**config.mk**
```make
export PLATFORM = sky130hd
export DESIGN_NAME = wol_wake_ctrl
export DESIGN_NICKNAME = d
export VERILOG_FILES = /design/src/rtl/wol_pkg.sv /design/src/rtl/wol_magic_match.sv /design/src/rtl/wol_link_det.sv /design/src/rtl/wol_regs.sv /design/src/rtl/wol_wake_ctrl.sv
export SDC_FILE = /design/constraint.sdc
export NUM_CORES = 1
export LEC_CHECK = 0
export ABC_AREA = 1
export BUFFER_PORTS_ARGS = -buffer_cell sky130_fd_sc_hd__buf_4
export CORE_ASPECT_RATIO = 1.2
export CORE_MARGIN = 2
export CORE_UTILIZATION = 25
export DETAILED_ROUTE_END_ITERATION = 7
export PLACE_DENSITY_LB_ADDON = 0.1
export SYNTH_ARGS = -nofsm -noshare
export SYNTH_HDL_FRONTEND = slang
export SYNTH_SLANG_ARGS = --single-unit
```
**constraint.sdc**
```tcl
create_clock -name clk -period 3.15 [get_ports clk]
set_clock_uncertainty 0.05 [all_clocks]
set_input_delay 0.315 -clock clk [delete_from_list [all_inputs] [get_ports clk]]
set_output_delay 0.315 -clock clk [all_outputs]
set_load 0.03 [all_outputs]
```
**src/rtl/wol_pkg.sv**
```systemverilog
package wol_pkg;
    localparam int MGMT_DW = 16;
    localparam int MGMT_AW = 5;

    localparam logic [MGMT_AW-1:0] A_CTRL = 5'd16;
    localparam logic [MGMT_AW-1:0] A_STAT = 5'd17;
    localparam logic [MGMT_AW-1:0] A_FILT = 5'd18;
    localparam logic [MGMT_AW-1:0] A_CFG  = 5'd26;
    localparam logic [MGMT_AW-1:0] A_W0   = 5'd27;
    localparam logic [MGMT_AW-1:0] A_W1   = 5'd28;
    localparam logic [MGMT_AW-1:0] A_W2   = 5'd29;

    localparam int CFG_EN_BIT = 10;
    localparam int C_WAKE     = 0;
    localparam int C_LINK     = 4;
    localparam int C_GATE     = 5;
    localparam int S_LINK     = 0;
    localparam int S_MAGIC    = 1;

    typedef enum logic [1:0] {
        M_HUNT = 2'd0,
        M_SYNC = 2'd1,
        M_ADDR = 2'd2,
        M_DONE = 2'd3
    } match_state_t;
endpackage

```
**src/rtl/wol_magic_match.sv**
```systemverilog
module wol_magic_match
    import wol_pkg::*;
#(
    parameter int SYNC_LEN   = 6,
    parameter int REPS       = 16,
    parameter int ADDR_BYTES = 6
) (
    input  logic                    clk,
    input  logic                    rst_n,
    input  logic                    rx_valid,
    input  logic [7:0]              rx_byte,
    input  logic                    rx_sof,
    input  logic                    rx_eof,
    input  logic                    rx_err,
    input  logic [8*ADDR_BYTES-1:0] station,
    output logic                    hit
);
    localparam int MAXC = (SYNC_LEN > ADDR_BYTES) ? SYNC_LEN : ADDR_BYTES;
    localparam int CW   = $clog2(MAXC + 1);
    localparam int RW   = $clog2(REPS);
    localparam logic [CW-1:0] SYNC_FULL = CW'(SYNC_LEN);
    localparam logic [CW-1:0] BYTE_LAST = CW'(ADDR_BYTES - 1);
    localparam logic [RW-1:0] REP_LAST  = RW'(REPS - 1);

    match_state_t  state_q, state_d, st;
    logic [CW-1:0] cnt_q, cnt_d, c;
    logic [RW-1:0] rep_q, rep_d, r;
    logic [7:0]    exp_byte;
    logic          is_ff;

    // frame start overrides the stored position
    always_comb begin
        st = rx_sof ? M_HUNT : state_q;
        c  = rx_sof ? '0 : cnt_q;
        r  = rx_sof ? '0 : rep_q;
    end

    always_comb begin
        exp_byte = '0;
        for (int k = 0; k < ADDR_BYTES; k++)
            if (c == CW'(k)) exp_byte = station[8*k +: 8];
    end

    assign is_ff = (rx_byte == 8'hFF);

    // next-state logic
    always_comb begin
        state_d = st;
        cnt_d   = c;
        rep_d   = r;
        if (rx_eof) begin
            state_d = M_HUNT;
            cnt_d   = '0;
            rep_d   = '0;
        end else if (rx_valid) begin
            unique case (st)
                M_HUNT: if (is_ff) begin
                    state_d = M_SYNC;             // sync-start
                    cnt_d   = CW'(1);
                end
                M_SYNC: begin
                    if (c == SYNC_FULL && rx_byte == station[7:0]) begin
                        state_d = M_ADDR;         // addr-enter
                        cnt_d   = CW'(1);
                        rep_d   = '0;
                    end else if (is_ff) begin
                        cnt_d = (c == SYNC_FULL) ? c : c + CW'(1);
                    end else begin
                        state_d = M_HUNT;         // sync-break
                        cnt_d   = '0;
                    end
                end
                M_ADDR: begin
                    if (rx_byte == exp_byte) begin
                        if (c == BYTE_LAST) begin
                            cnt_d = '0;
                            if (r == REP_LAST) state_d = M_DONE;   // complete
                            else rep_d = r + RW'(1);
                        end else begin
                            cnt_d = c + CW'(1);
                        end
                    end else if (is_ff) begin
                        state_d = M_SYNC;         // resync
                        cnt_d   = CW'(1);
                        rep_d   = '0;
                    end else begin
                        state_d = M_HUNT;         // drop
                        cnt_d   = '0;
                        rep_d   = '0;
                    end
                end
                M_DONE: state_d = M_DONE;
            endcase
        end
    end

    // state register
    always_ff @(posedge clk or negedge rst_n) begin
        if (!rst_n) begin
            state_q <= M_HUNT;
            cnt_q   <= '0;
            rep_q   <= '0;
        end else begin
            state_q <= state_d;
            cnt_q   <= cnt_d;
            rep_q   <= rep_d;
        end
    end

    // output: match is reported at a clean frame end
    always_comb begin
        hit = rx_eof && !rx_err && (st == M_DONE);
    end
endmodule

```
**src/rtl/wol_link_det.sv**
```systemverilog
module wol_link_det (
    input  logic clk,
    input  logic rst_n,
    input  logic link_up,
    output logic link_chg
);
    logic link_q;

    always_ff @(posedge clk or negedge rst_n) begin
        if (!rst_n) link_q <= 1'b0;
        else        link_q <= link_up;
    end

    assign link_chg = link_up ^ link_q;
endmodule

```
**src/rtl/wol_regs.sv**
```systemverilog
module wol_regs
    import wol_pkg::*;
(
    input  logic               clk,
    input  logic               rst_n,
    input  logic               mgmt_we,
    input  logic [MGMT_AW-1:0] mgmt_addr,
    input  logic [MGMT_DW-1:0] mgmt_wdata,
    output logic [MGMT_DW-1:0] mgmt_rdata,
    input  logic               magic_hit,
    input  logic               link_chg,
    input  logic               nvm_reload,
    output logic [31:0]        rx_addr_lo,
    output logic [31:0]        rx_addr_hi,
    output logic               wake_req,
    output logic [MGMT_DW-1:0] ctrl_o,
    output logic [MGMT_DW-1:0] stat_o,
    output logic               cfg_en
);
    logic [MGMT_DW-1:0] cfg_q, w0_q, w1_q, w2_q, ctrl_q, stat_q, filt_q;
    logic [31:0]        lo_q;
    logic [15:0]        hi_q;
    logic               valid_q;
    logic               wr_cfg, wr_w0, wr_w1, wr_w2, wr_ctrl, wr_stat, wr_filt;
    logic               magic_evt, link_evt, filt_mask;
    logic [MGMT_DW-1:0] set_vec, clr_vec;

    assign wr_cfg  = mgmt_we && (mgmt_addr == A_CFG);
    assign wr_w0   = mgmt_we && (mgmt_addr == A_W0);
    assign wr_w1   = mgmt_we && (mgmt_addr == A_W1);
    assign wr_w2   = mgmt_we && (mgmt_addr == A_W2);
    assign wr_ctrl = mgmt_we && (mgmt_addr == A_CTRL);
    assign wr_stat = mgmt_we && (mgmt_addr == A_STAT);
    assign wr_filt = mgmt_we && (mgmt_addr == A_FILT);

    assign cfg_en    = cfg_q[CFG_EN_BIT];
    assign magic_evt = magic_hit && ctrl_q[C_WAKE] && valid_q;
    assign link_evt  = link_chg && ctrl_q[C_WAKE] && ctrl_q[C_LINK];
    assign filt_mask = ctrl_q[C_GATE] && !(ctrl_q[C_WAKE] && ctrl_q[C_LINK]);

    always_comb begin
        set_vec          = '0;
        set_vec[S_LINK]  = link_evt;
        set_vec[S_MAGIC] = magic_evt;
        clr_vec          = wr_stat ? mgmt_wdata : '0;
    end

    always_ff @(posedge clk or negedge rst_n) begin
        if (!rst_n) begin
            cfg_q    <= '0;
            w0_q     <= '0;
            w1_q     <= '0;
            w2_q     <= '0;
            lo_q     <= '0;
            hi_q     <= '0;
            valid_q  <= 1'b0;
            ctrl_q   <= '0;
            stat_q   <= '0;
            filt_q   <= '0;
            wake_req <= 1'b0;
        end else begin
            if (wr_cfg)  cfg_q  <= mgmt_wdata;
            if (wr_filt) filt_q <= mgmt_wdata;
            if (wr_ctrl) ctrl_q <= mgmt_wdata;
            if (wr_w0) begin
                w0_q <= mgmt_wdata;
                if (cfg_en) lo_q[15:0] <= mgmt_wdata;
            end
            if (wr_w1) begin
                w1_q <= mgmt_wdata;
                if (cfg_en) lo_q[31:16] <= mgmt_wdata;
            end
            if (wr_w2) begin
                w2_q <= mgmt_wdata;
                if (cfg_en) begin
                    hi_q           <= mgmt_wdata;
                    valid_q        <= 1'b1;
                    ctrl_q[C_WAKE] <= 1'b1;
                end
            end
            if (nvm_reload) ctrl_q[C_WAKE] <= 1'b0;
            stat_q   <= (stat_q & ~clr_vec) | set_vec;
            wake_req <= magic_evt || link_evt;
        end
    end

    always_comb begin
        case (mgmt_addr)
            A_CFG:   mgmt_rdata = cfg_q;
            A_W0:    mgmt_rdata = w0_q;
            A_W1:    mgmt_rdata = w1_q;
            A_W2:    mgmt_rdata = w2_q;
            A_CTRL:  mgmt_rdata = ctrl_q;
            A_STAT:  mgmt_rdata = stat_q;
            A_FILT:  mgmt_rdata = {filt_q[MGMT_DW-1:1], filt_q[0] && !filt_mask};
            default: mgmt_rdata = '0;
        endcase
    end

    assign rx_addr_lo = lo_q;
    assign rx_addr_hi = {valid_q, 15'b0, hi_q};
    assign ctrl_o     = ctrl_q;
    assign stat_o     = stat_q;
endmodule

```
**src/rtl/wol_wake_ctrl.sv**
```systemverilog
module wol_wake_ctrl
    import wol_pkg::*;
#(
    parameter int SYNC_LEN = 6,
    parameter int REPS     = 16
) (
    input  logic               clk,
    input  logic               rst_n,
    input  logic               mgmt_we,
    input  logic [MGMT_AW-1:0] mgmt_addr,
    input  logic [MGMT_DW-1:0] mgmt_wdata,
    output logic [MGMT_DW-1:0] mgmt_rdata,
    input  logic               rx_valid,
    input  logic [7:0]         rx_byte,
    input  logic               rx_sof,
    input  logic               rx_eof,
    input  logic               rx_err,
    input  logic               link_up,
    input  logic               nvm_reload,
    output logic [31:0]        rx_addr_lo,
    output logic [31:0]        rx_addr_hi,
    output logic               wake_req
);
    localparam int ADDR_BYTES = 3 * MGMT_DW / 8;

    logic               magic_hit_w, link_chg_w, cfg_en_w;
    logic [MGMT_DW-1:0] ctrl_w, stat_w;

    wol_magic_match #(
        .SYNC_LEN  (SYNC_LEN),
        .REPS      (REPS),
        .ADDR_BYTES(ADDR_BYTES)
    ) match_i (
        .clk     (clk),
        .rst_n   (rst_n),
        .rx_valid(rx_valid),
        .rx_byte (rx_byte),
        .rx_sof  (rx_sof),
        .rx_eof  (rx_eof),
        .rx_err  (rx_err),
        .station ({rx_addr_hi[15:0], rx_addr_lo}),
        .hit     (magic_hit_w)
    );

    wol_link_det link_i (
        .clk     (clk),
        .rst_n   (rst_n),
        .link_up (link_up),
        .link_chg(link_chg_w)
    );

    wol_regs regs_i (
        .clk       (clk),
        .rst_n     (rst_n),
        .mgmt_we   (mgmt_we),
        .mgmt_addr (mgmt_addr),
        .mgmt_wdata(mgmt_wdata),
        .mgmt_rdata(mgmt_rdata),
        .magic_hit (magic_hit_w),
        .link_chg  (link_chg_w),
        .nvm_reload(nvm_reload),
        .rx_addr_lo(rx_addr_lo),
        .rx_addr_hi(rx_addr_hi),
        .wake_req  (wake_req),
        .ctrl_o    (ctrl_w),
        .stat_o    (stat_w),
        .cfg_en    (cfg_en_w)
    );
endmodule

```
==> results by group <==
Clock tree
  – Clock buffer depth: 2
  – CTS tree: yes
  – H-tree Lvls: 4
  – Clk_lat worst skew: 0.43 ns
  – Post-cts resize count: 0
  – # clock sinks: 172
  – Num CTS Buffers: 17
  – Hold-fix buffers, CTS: 9
  – Worst-path clk slew: 0.07 ns
  – Clock root cell: clkbuf_16
  – Post-CTS Setup Bufs: 0

Drt
  – First-pass DRT Iterations: 7
  – Antenna viol nets, final: 0
  – Vias: 7,314
  – Drt total wl: 29,800 um
  – DRT iter0 DRCs: 373
  – DR vias/cell: 4.55
  – DRC Markers: 0
  – Wire per inst: 18.5 um

Yosys
  – Largest cells by area after synthesis: dfrtp_1, nand2_1, o21ai_0
  – Post-synthesis cell type count: 46
  – Yosys top cell by area: dfrtp_1
  – Synthesized flop and latch total: 172
  – Avg Synthesized Cell Area: 8.12 um^2
  – Sequential-to-total area share from yosys stat: 0.514
  – Top_reg_cell synth: dfrtp_1
  – Post-synth EDFFs: 0
  – Share of the synthesized area in the top cell type: 0.514
  – YS warnings: 0
  – Syn Inst Count: 1,032
  – Syn Std Cell Area: 0.00838 mm^2
  – Async SR Flop Fraction: 1.00

Timing
  – Max Clk Rate: 0.354 GHz
  – Slew Limit Fails: 0
  – RSZ-0062 raised after global routing: no
  – Hold Vio Cnt, Final: 0
  – Worst slew margin: 0.439
  – Setup WS post-layout: 0.322 ns
  – Hold Slack: 0.0223 ns
  – Final number of setup-violating endpoints: 0
  – Tmin final: 2.83 ns
  – Worst-margin pin slew: 0.840 ns
  – TNS Setup: 0 ns
  – Period utilization: 0.898

Critical path
  – Worst Path Required: 3.45 ns
  – WS Path Type: reg -> reg
  – CP arrival: 3.13 ns
  – Worst Setup End Kind: register
  – Crit-path max FO: 15
  – Startpoint types: register

Place
  – Count of input and output buffers: 103
  – Placer congestion estimate: 0.838
  – Cells after DPL: 1,568
  – Worst slack at placement: 0.315 ns
  – Area post-placement: 0.00970 mm^2
  – HPWL Detailed: 21,200 um

Layout
  – Post-route insts no fill: 1,608
  – Antenna cells: 0
  – Post-Layout Inst Area: 0.0104 mm^2
  – Most frequent cells in the layout: nand2_1, dfrtp_1, o21ai_0
  – Fin util: 0.315
  – Area grow syn2layout: 24.2%
  – Share of layout cells above drive strength 1: 0.155
  – Most common cell after layout, fill and taps aside: nand2_1
  – Fillers: 3,606
  – Nets: 1,193

GRT
  – Vias in the first global route: 7,203
  – Antenna violations before repair: 3
  – All-Layer GR Usage: 0.175
  – Largest net degree at the start of global routing: 54
  – First-pass GRT wire length: 45,100 um
  – Remaining global-route overflow: 0

Floorplanning
  – Die Width: 171 um
  – Die ar.: 0.0350 mm^2
  – Row cnt: 73
  – Die Span Y: 205 um
  – Core box area: 0.0331 mm^2
  – Initial core utilization: 0.253
  – IO Pins: 119

Power
  – Psw: 1.70 mW
  – P_int: 4.14 mW
  – Tot Pwr: 5.84 mW
  – Power density cells: 562 mW/mm^2
  – Maximum vdd drop: 0.285 mV
  – Combinational share of power: 0.152
  – LEAKAGE: 5.08 nW
  – Sw frac: 0.292
  – Clk pwr share: 0.382
  – Sequential share of power: 0.466

Flow run
  – Max-Cap Viols: 0

Min path
  – Hold crit path type: in -> reg

Run status
  – Outcome: complete, no violations
cells by family after synthesis:
logic type      Yosys count  synth area share
compound gates          247             0.163
simple gates            425             0.217
flops                   172             0.514
xor+xnor                  6           0.00627
fa+ha+maj                 9            0.0134
buf+inv                 172            0.0857
other cells               1          0.000448
registers in the layout, summed over array words and instances, names as in the netlist:
signal	cells
regs_i.rx_addr_lo	32
regs_i.cfg_q	16
regs_i.ctrl_o	16
regs_i.filt_q	16
regs_i.hi_q	16
regs_i.stat_o	16
regs_i.w0_q	16
regs_i.w1_q	16
regs_i.w2_q	16
match_i.rep_q	4
match_i.cnt_q	3
match_i.state_q	2
link_i.link_q	1
regs_i.valid_q	1
regs_i.wake_req	1
path summary, 6_finish.rpt:
kind / startpoint / to / slack, ns / depth (start not counted)
setup / recovery: match_i.cnt_q[1] / match_i.rep_q[3] / 0.32 / 19
hold / removal: mgmt_wdata[5] / regs_i.stat_o[5] / 0.02 / 2
setup reg to reg: match_i.cnt_q[1] / match_i.rep_q[3] / 0.32 / 19
hold reg to reg: regs_i.w1_q[1] / regs_i.w1_q[1] / 0.43 / 2
max in group asynchronous: rst_n / regs_i.ctrl_o[7] / 1.92 / 3
min in group asynchronous: rst_n / match_i.rep_q[3] / 0.33 / 2
synth_stat cells (2+ instances only):
library cell	count
a31oi_1	2
a221oi_1	16
nor3_1	2
nor2_1	33
a21oi_1	33
ha_1	9
o21ai_1	5
nand4_1	18
nand2_2	3
dfrtp_1	172
buf_4	17
o211ai_1	2
nand3b_1	3
xor2_1	4
inv_1	112
nor4_1	4
nor2_2	3
nand3_1	44
or2_1	6
o2111ai_1	5
o22ai_1	8
clkbuf_1	35
inv_2	4
or2_2	6
nand2_1	296
xnor2_1	2
a22o_1	3
o21ai_0	167
area by class of cell:
cell class	count	area (um^2)	area share
Sequential cell	172	4300	0.414
Tap cell	450	563	0.0541
Clock inverter	12	163	0.0156
Multi-Input combinational cell	702	3410	0.328
Timing Repair Buffer	136	1070	0.103
Clock buffer	19	453	0.0435
Inverter	117	439	0.0422
critical path, cell delays in order, from the launching register on:
cell and delay [ns]:
dfrtp_1 0.44, inv_1 0.13, nor2_1 0.19, inv_1 0.10, nor2_1 0.11, ha_1 0.20, inv_1 0.19, o21ai_0 0.22
inv_1 0.05, nand2_1 0.06, nand2_1 0.06, nand2_1 0.06, nand2_1 0.05, nand2_1 0.05, nand2_1 0.06, nor2_2 0.21
nand2_2 0.12, inv_2 0.14, o211ai_1 0.11, a31oi_1 0.15
power by group through the flow:
stage	Sequential [mW]	Clock [mW]	Combinational (mW)
3_5_place_dp	2.76	0	0.894
3_3_place_gp	2.76	0	0.882
5_1_grt	2.76	2.40	1.01
4_1_cts	2.73	2.30	0.905
2_1_floorplan	2.80	0	0.472
6_report	2.73	2.23	0.886
metal layers:
| layer | vias up | GRT usage | routed length (um) |
|---|---|---|---|
| met2 | 173 | 0.304 | 14800 |
| met3 | 30 | 0.0265 | 1250 |
| met4 | 0 | 0.0442 | 432 |
| met1 | 3531 | 0.228 | 13300 |
| li1 | 3580 | - | - |
| met5 | - | 0 | 0 |
(Power assumes the default switching activity.)
